[src/rtl/aud3w_serializer.sv]
module aud3w_serializer #(
  parameter int NCH = 4,
  parameter int DW  = 4
) (
  input  logic              clk,
  input  logic              rst,
  input  logic              mtick0,
  input  logic              mtick1,
  input  logic              mclk_sel,
  input  logic [DW-1:0]     div_code,
  input  logic [NCH-1:0]    ch_en,
  input  logic [2*NCH-1:0]  ch_width,
  input  logic [NCH-1:0]    ch_msb,
  input  logic [NCH-1:0]    smp_we,
  input  logic [NCH*24-1:0] smp_left,
  input  logic [NCH*24-1:0] smp_right,
  input  logic [NCH-1:0]    buf_clr,
  input  logic [NCH-1:0]    ch_mute,
  input  logic              mute_all,
  input  logic              bclk_off,
  input  logic              lrck_off,
  output logic              bclk_o,
  output logic              lrck_o,
  output logic [NCH-1:0]    sdata_o,
  output logic [NCH-1:0]    running
);
  localparam int SW    = 24;
  localparam int SLOT  = 32;
  localparam int FBITS = 2 * SLOT;
  localparam int PW    = $clog2(FBITS);

  logic [DW-1:0] tcnt, half;
  logic          bclk_q, tick, edge_hit, fall, fstart;
  logic [PW-1:0] bitpos;

  assign half     = (div_code == '0) ? DW'(1) : div_code;
  assign tick     = mclk_sel ? mtick1 : mtick0;
  assign edge_hit = tick && (tcnt >= half - DW'(1));
  assign fall     = edge_hit && bclk_q;
  assign fstart   = fall && (bitpos == PW'(FBITS - 1));

  always_ff @(posedge clk) begin
    if (rst) begin
      tcnt   <= '0;
      bclk_q <= 1'b0;
      bitpos <= PW'(FBITS - 1);
    end else if (tick) begin
      if (edge_hit) begin
        tcnt   <= '0;
        bclk_q <= ~bclk_q;
        if (bclk_q) bitpos <= bitpos + PW'(1);
      end else begin
        tcnt <= tcnt + DW'(1);
      end
    end
  end

  assign bclk_o = bclk_q & ~bclk_off;
  assign lrck_o = bitpos[PW-1] & ~lrck_off;

  function automatic logic [SLOT-1:0] place(input logic [SW-1:0] s, input logic [1:0] w, input logic m);
    case (w)
      2'd2:    place = m ? {s[19:0], 12'd0} : {12'd0, s[19:0]};
      2'd3:    place = m ? {s, 8'd0} : {8'd0, s};
      default: place = {s[15:0], 16'd0};
    endcase
  endfunction

  for (genvar c = 0; c < NCH; c++) begin : g_lane
    logic [SW-1:0]    hold_l, hold_r;
    logic [FBITS-1:0] shreg;
    logic             run_q;

    always_ff @(posedge clk) begin
      if (rst || buf_clr[c]) begin
        hold_l <= '0;
        hold_r <= '0;
      end else if (smp_we[c]) begin
        hold_l <= smp_left[c*SW +: SW];
        hold_r <= smp_right[c*SW +: SW];
      end
    end

    always_ff @(posedge clk) begin
      if (rst) begin
        shreg <= '0;
        run_q <= 1'b0;
      end else if (fall) begin
        if (fstart) begin
          shreg <= {place(hold_l, ch_width[2*c +: 2], ch_msb[c]),
                    place(hold_r, ch_width[2*c +: 2], ch_msb[c])};
          run_q <= ch_en[c];
        end else begin
          shreg <= shreg << 1;
        end
      end
    end

    assign sdata_o[c] = run_q & shreg[FBITS-1] & ~ch_mute[c] & ~mute_all;
    assign running[c] = run_q;
  end
endmodule

[config.mk]
export PLATFORM = sky130hd
export DESIGN_NAME = aud3w_serializer
export DESIGN_NICKNAME = d
export VERILOG_FILES = /design/src/rtl/aud3w_serializer.sv
export SDC_FILE = /design/constraint.sdc
export NUM_CORES = 1
export LEC_CHECK = 0
export BUFFER_PORTS_ARGS = -buffer_cell sky130_fd_sc_hd__buf_2
export CAP_MARGIN = 10
export CORE_MARGIN = 2
export CORE_UTILIZATION = 35
export DETAILED_ROUTE_END_ITERATION = 12
export GPL_ROUTABILITY_DRIVEN = 0
export REMOVE_ABC_BUFFERS = 1
export SLEW_MARGIN = 30
export SYNTH_ARGS = -nofsm -noshare
export SYNTH_HDL_FRONTEND = slang
export SYNTH_SLANG_ARGS = --single-unit
[constraint.sdc]
create_clock -name clk -period 6.09 [get_ports clk]
set_input_delay 0.3045 -clock clk [delete_from_list [all_inputs] [get_ports clk]]
set_output_delay 0.3045 -clock clk [all_outputs]
set_load 0.05 [all_outputs]
==> impl_metrics.csv <==
group,metric,value,unit
status,status,"finished, final reports clean",
layout,multi_input_comb_area,13070,sq um
hold_path,timing.hold.worst_endpoint,"g_lane[1].shreg[31]",
timing,timing.fmax,0.3370,GHz
timing,worst_slack,3.123,ns
place,place_area,25040,sq um
yosys,ys_top_cells_by_area,"sky130_fd_sc_hd__dfxtp_1 (39%), sky130_fd_sc_hd__mux2i_1 (12%), sky130_fd_sc_hd__nor2_1 (6.6%)",
worst_setup_path,regToRegEndpoint,"g_lane[2].shreg[16]",
worst_setup_path,timing.critical_path.max_delay_family,"simple AND/OR/NAND/NOR gates",
die,die_x,264.8,microns
hold_path,min-delay-start,"rst",
layout,antenna_cells,0,
die,boundaryPins,242,
yosys,netlist_instances,2810,
worst_setup_path,path_max_fanout,131,
yosys,synth_largest_type_area_fraction,38.94,%
die,die_h,264.8,microns
timing,hold_ws,0.1172,ns
die,core,67280,sq um
timing,skew,0.01284,ns
timing,grt_setup_unrepaired,"false",
power_and_ir_drop,power.total,7.212,mW
yosys,synth.yosys.warnings,0,
timing,setup_viol_count_final,0,
drt,totalWireLength,69180,microns
power_and_ir_drop,pwr_density_cell,250.2,nW/um^2
worst_setup_path,cp.required,6.54,ns
cts,cts-root-to-sink-buffers,3,
global_route,first_global_vias,20030,
cts,cts_tree,"yes",
cts,clk_transition_reported_paths,0.06,ns
drt,drt.antenna.violating_nets,0,
worst_setup_path,cpPeakStageDelay,0.80,ns
hold_path,min_path_type,"input port to flip-flop",
cts,clock_insertion_delay_worst_skew,0.60,ns
cts,cts_inserted_buffers,55,
worst_setup_path,cp-end-kind,"flip-flop",
yosys,synth_async_sr_flop_share,0,%
layout,layout.core_utilization,42.85,%
yosys,synth.largest_area_cell,"sky130_fd_sc_hd__dfxtp_1",
die,floorplan.die_area,70110,sq um
worst_setup_path,crit_slowest_cell,"sky130_fd_sc_hd__and2_4",
drt,detailedRoute.firstPassIterationCount,5,
global_route,grt_antenna_before_repair,1,
timing,final.min_clock_period,2.967,ns
worst_setup_path,timing_worst_setup_path_type,"flip-flop to flip-flop",
worst_setup_path,cp_data_arrival_time,3.42,ns
worst_setup_path,critical_path_buf_inv_count,1,
timing,hold_viol,0,
yosys,synth-edff-count,0,
yosys,syn_area,23800,sq um
place,place_ws,2.645,ns
worst_setup_path,worstPathCellList,"ha_1, and2_4, buf_12, o21ai_0, o221ai_1, a21oi_1",
drt,route.detailed.wl_per_inst,17.43,microns
timing,timing.final.max_slew_violations,0,
layout,register_area,9269,sq um
layout,final_net_count,3292,
layout,flow.area_growth_from_synthesis,21.11,%
power_and_ir_drop,power.leakage,11.13,nW
drt,drc,0,
timing,worst_slew_pin_slew,0.9956,ns
place,detailed_place_hpwl,42510,microns
power_and_ir_drop,maximum_vdd_drop,0.2085,mV
drt,drt_iter0_drc,1488,
yosys,yosys_register_bits,463,
global_route,grt.overflow.total,0,
run,max_cap_violations,0,
global_route,track_usage,19.11,%
die,std_cell_rows,95,
worst_setup_path,timing.reg2reg.worst_path_depth,6,
layout,finalInstanceArea,28830,sq um
place,place.port_buffers,241,
layout,drive_above_1_share,17.02,%
timing,timing.final.crit_share,48.72,%
layout,fillCellCount,6676,
yosys,seq_total_area_yosys,38.94,%
worst_setup_path,crit-reg2reg-launch,"bitpos[0]",
drt,route.vias.total,21220,
global_route,first_pass_grt_wire_length,111400,microns
drt,detail_route.vias_per_cell,5.346,
cts,cts-htree-levels,2,
cts,numClockSinks,463,
yosys,ys.flop_type,"sky130_fd_sc_hd__dfxtp_1",
yosys,synthesis.area_per_instance,8.471,sq um
cts,clock-root-buffer,"sky130_fd_sc_hd__clkbuf_16",
die,initial_utilization,35.38,%
hold_path,hold_path_depth,2,
yosys,yosys.cell_types.count,46,
worst_setup_path,startpoint_type_of_the_worst_setup_path,"flip-flop",
worst_setup_path,regToRegSetupSlack,3.12,ns
timing,slew_headroom,33.49,%
global_route,grt_max_degree,138,
-- logic make-up (layout without fill, tap and decap cells) --
group           count (synthesis)  after routing  synth area share, %
fa+ha+maj                       5              5               0.2628
mux                           384            384                16.66
compound gates                637            637                17.86
simple gates                 1005           1005                19.76
flops                         463            463                38.94
xor+xnor                        5              5               0.1840
buf+inv                       311            598                6.339
-- metal layers --
metal | global-route usage [%] | vias up | part of all wire [%]
li1 | - | 10490 | -
met1 | 26.44 | 10190 | 48
met2 | 31.51 | 457 | 47
met3 | 2.322 | 90 | 3.9
met4 | 4.932 | 0 | 1.8
met5 | 0 | - | 0
-- how the worst max path moves through the flow --
stage / from / end / slack (ns) / cells after the start
floorplan: div_code[0] / g_lane[1].shreg[50] / -6.86 / 9
global placement: div_code[0] / g_lane[0].run_q / 2.69 / 11
detailed placement: div_code[0] / g_lane[0].run_q / 2.65 / 11
CTS: bitpos[0] / g_lane[1].shreg[19] / 3.06 / 6
global route: bitpos[0] / g_lane[2].shreg[18] / 2.79 / 6
finish: bitpos[0] / g_lane[2].shreg[16] / 3.12 / 6
-- per-stage QoR --
step / setup TNS (ns) / cells
2_1_floorplan: -1587.05 / 2531
5_1_grt: 0 / 3970
3_3_place_gp: 0 / 3674
6_report: 0 / 3970
4_1_cts: 0 / 3969
3_5_place_dp: 0 / 3674
-- placed cells by master, fill, tap and decap left out, types with 40 or more instances in the layout --
| cell | count |
|---|---|
| sky130_fd_sc_hd__a211oi_1 | 162 |
| sky130_fd_sc_hd__o21ai_0 | 40 |
| sky130_fd_sc_hd__buf_2 | 240 |
| sky130_fd_sc_hd__dfxtp_1 | 463 |
| sky130_fd_sc_hd__nor2_1 | 418 |
| sky130_fd_sc_hd__nand2_1 | 238 |
| sky130_fd_sc_hd__dlygate4sd3_1 | 196 |
| sky130_fd_sc_hd__a311oi_1 | 58 |
| sky130_fd_sc_hd__nor2b_1 | 73 |
| sky130_fd_sc_hd__mux2_2 | 97 |
| sky130_fd_sc_hd__clkbuf_16 | 57 |
| sky130_fd_sc_hd__nor3_1 | 47 |
| sky130_fd_sc_hd__nor3_2 | 57 |
| sky130_fd_sc_hd__o211ai_1 | 66 |
| sky130_fd_sc_hd__mux2i_1 | 287 |
| sky130_fd_sc_hd__nand3_1 | 102 |
| sky130_fd_sc_hd__a21oi_1 | 208 |
-- synthesized netlist by cell type (32+ instances only) --
library cell / n
sky130_fd_sc_hd__mux2_2: 97
sky130_fd_sc_hd__nor3_2: 57
sky130_fd_sc_hd__inv_1: 32
sky130_fd_sc_hd__nand2_1: 239
sky130_fd_sc_hd__nor2b_1: 76
sky130_fd_sc_hd__o221ai_1: 32
sky130_fd_sc_hd__a311oi_1: 58
sky130_fd_sc_hd__a21oi_1: 208
sky130_fd_sc_hd__buf_2: 90
sky130_fd_sc_hd__clkbuf_1: 139
sky130_fd_sc_hd__nand2b_1: 39
sky130_fd_sc_hd__o21ai_0: 40
sky130_fd_sc_hd__dfxtp_1: 463
sky130_fd_sc_hd__nor2_1: 419
sky130_fd_sc_hd__a22oi_1: 32
sky130_fd_sc_hd__a211oi_1: 162
sky130_fd_sc_hd__o211ai_1: 66
sky130_fd_sc_hd__nand3_1: 102
sky130_fd_sc_hd__mux2i_1: 287
sky130_fd_sc_hd__nor3_1: 47
-- what timing repair did --
| action | in CTS | in global routing |
|---|---|---|
| endpoints found under the setup margin | 0 | 0 |
| gates resized for setup | 0 | 0 |
| hold endpoints to repair | 196 | 0 |
| hold buffers | 196 | 0 |
| setup buffers | 0 | 0 |
-- registers in the layout (all words and copies together), names as in the netlist --
name	flops
tcnt	4
g_lane.shreg	256
g_lane.hold_r	96
bclk_q	1
bitpos	6
g_lane.run_q	4
g_lane.hold_l	96
-- where the power goes --
group	internal [mW]	switching (mW)
Sequential	3.09	0.0780
Clock	1.95	1.32
Combinational	0.343	0.431
-- area by class of cell --
class,count,share of cell area [%]
Clock buffer,81,5.607
Clock inverter,18,0.6076
Inverter,32,0.4166
Multi-Input combinational cell,2036,45.34
Sequential cell,463,32.15
Tap cell,873,3.789
Timing Repair Buffer,467,12.09
(Power assumes the default switching activity.)
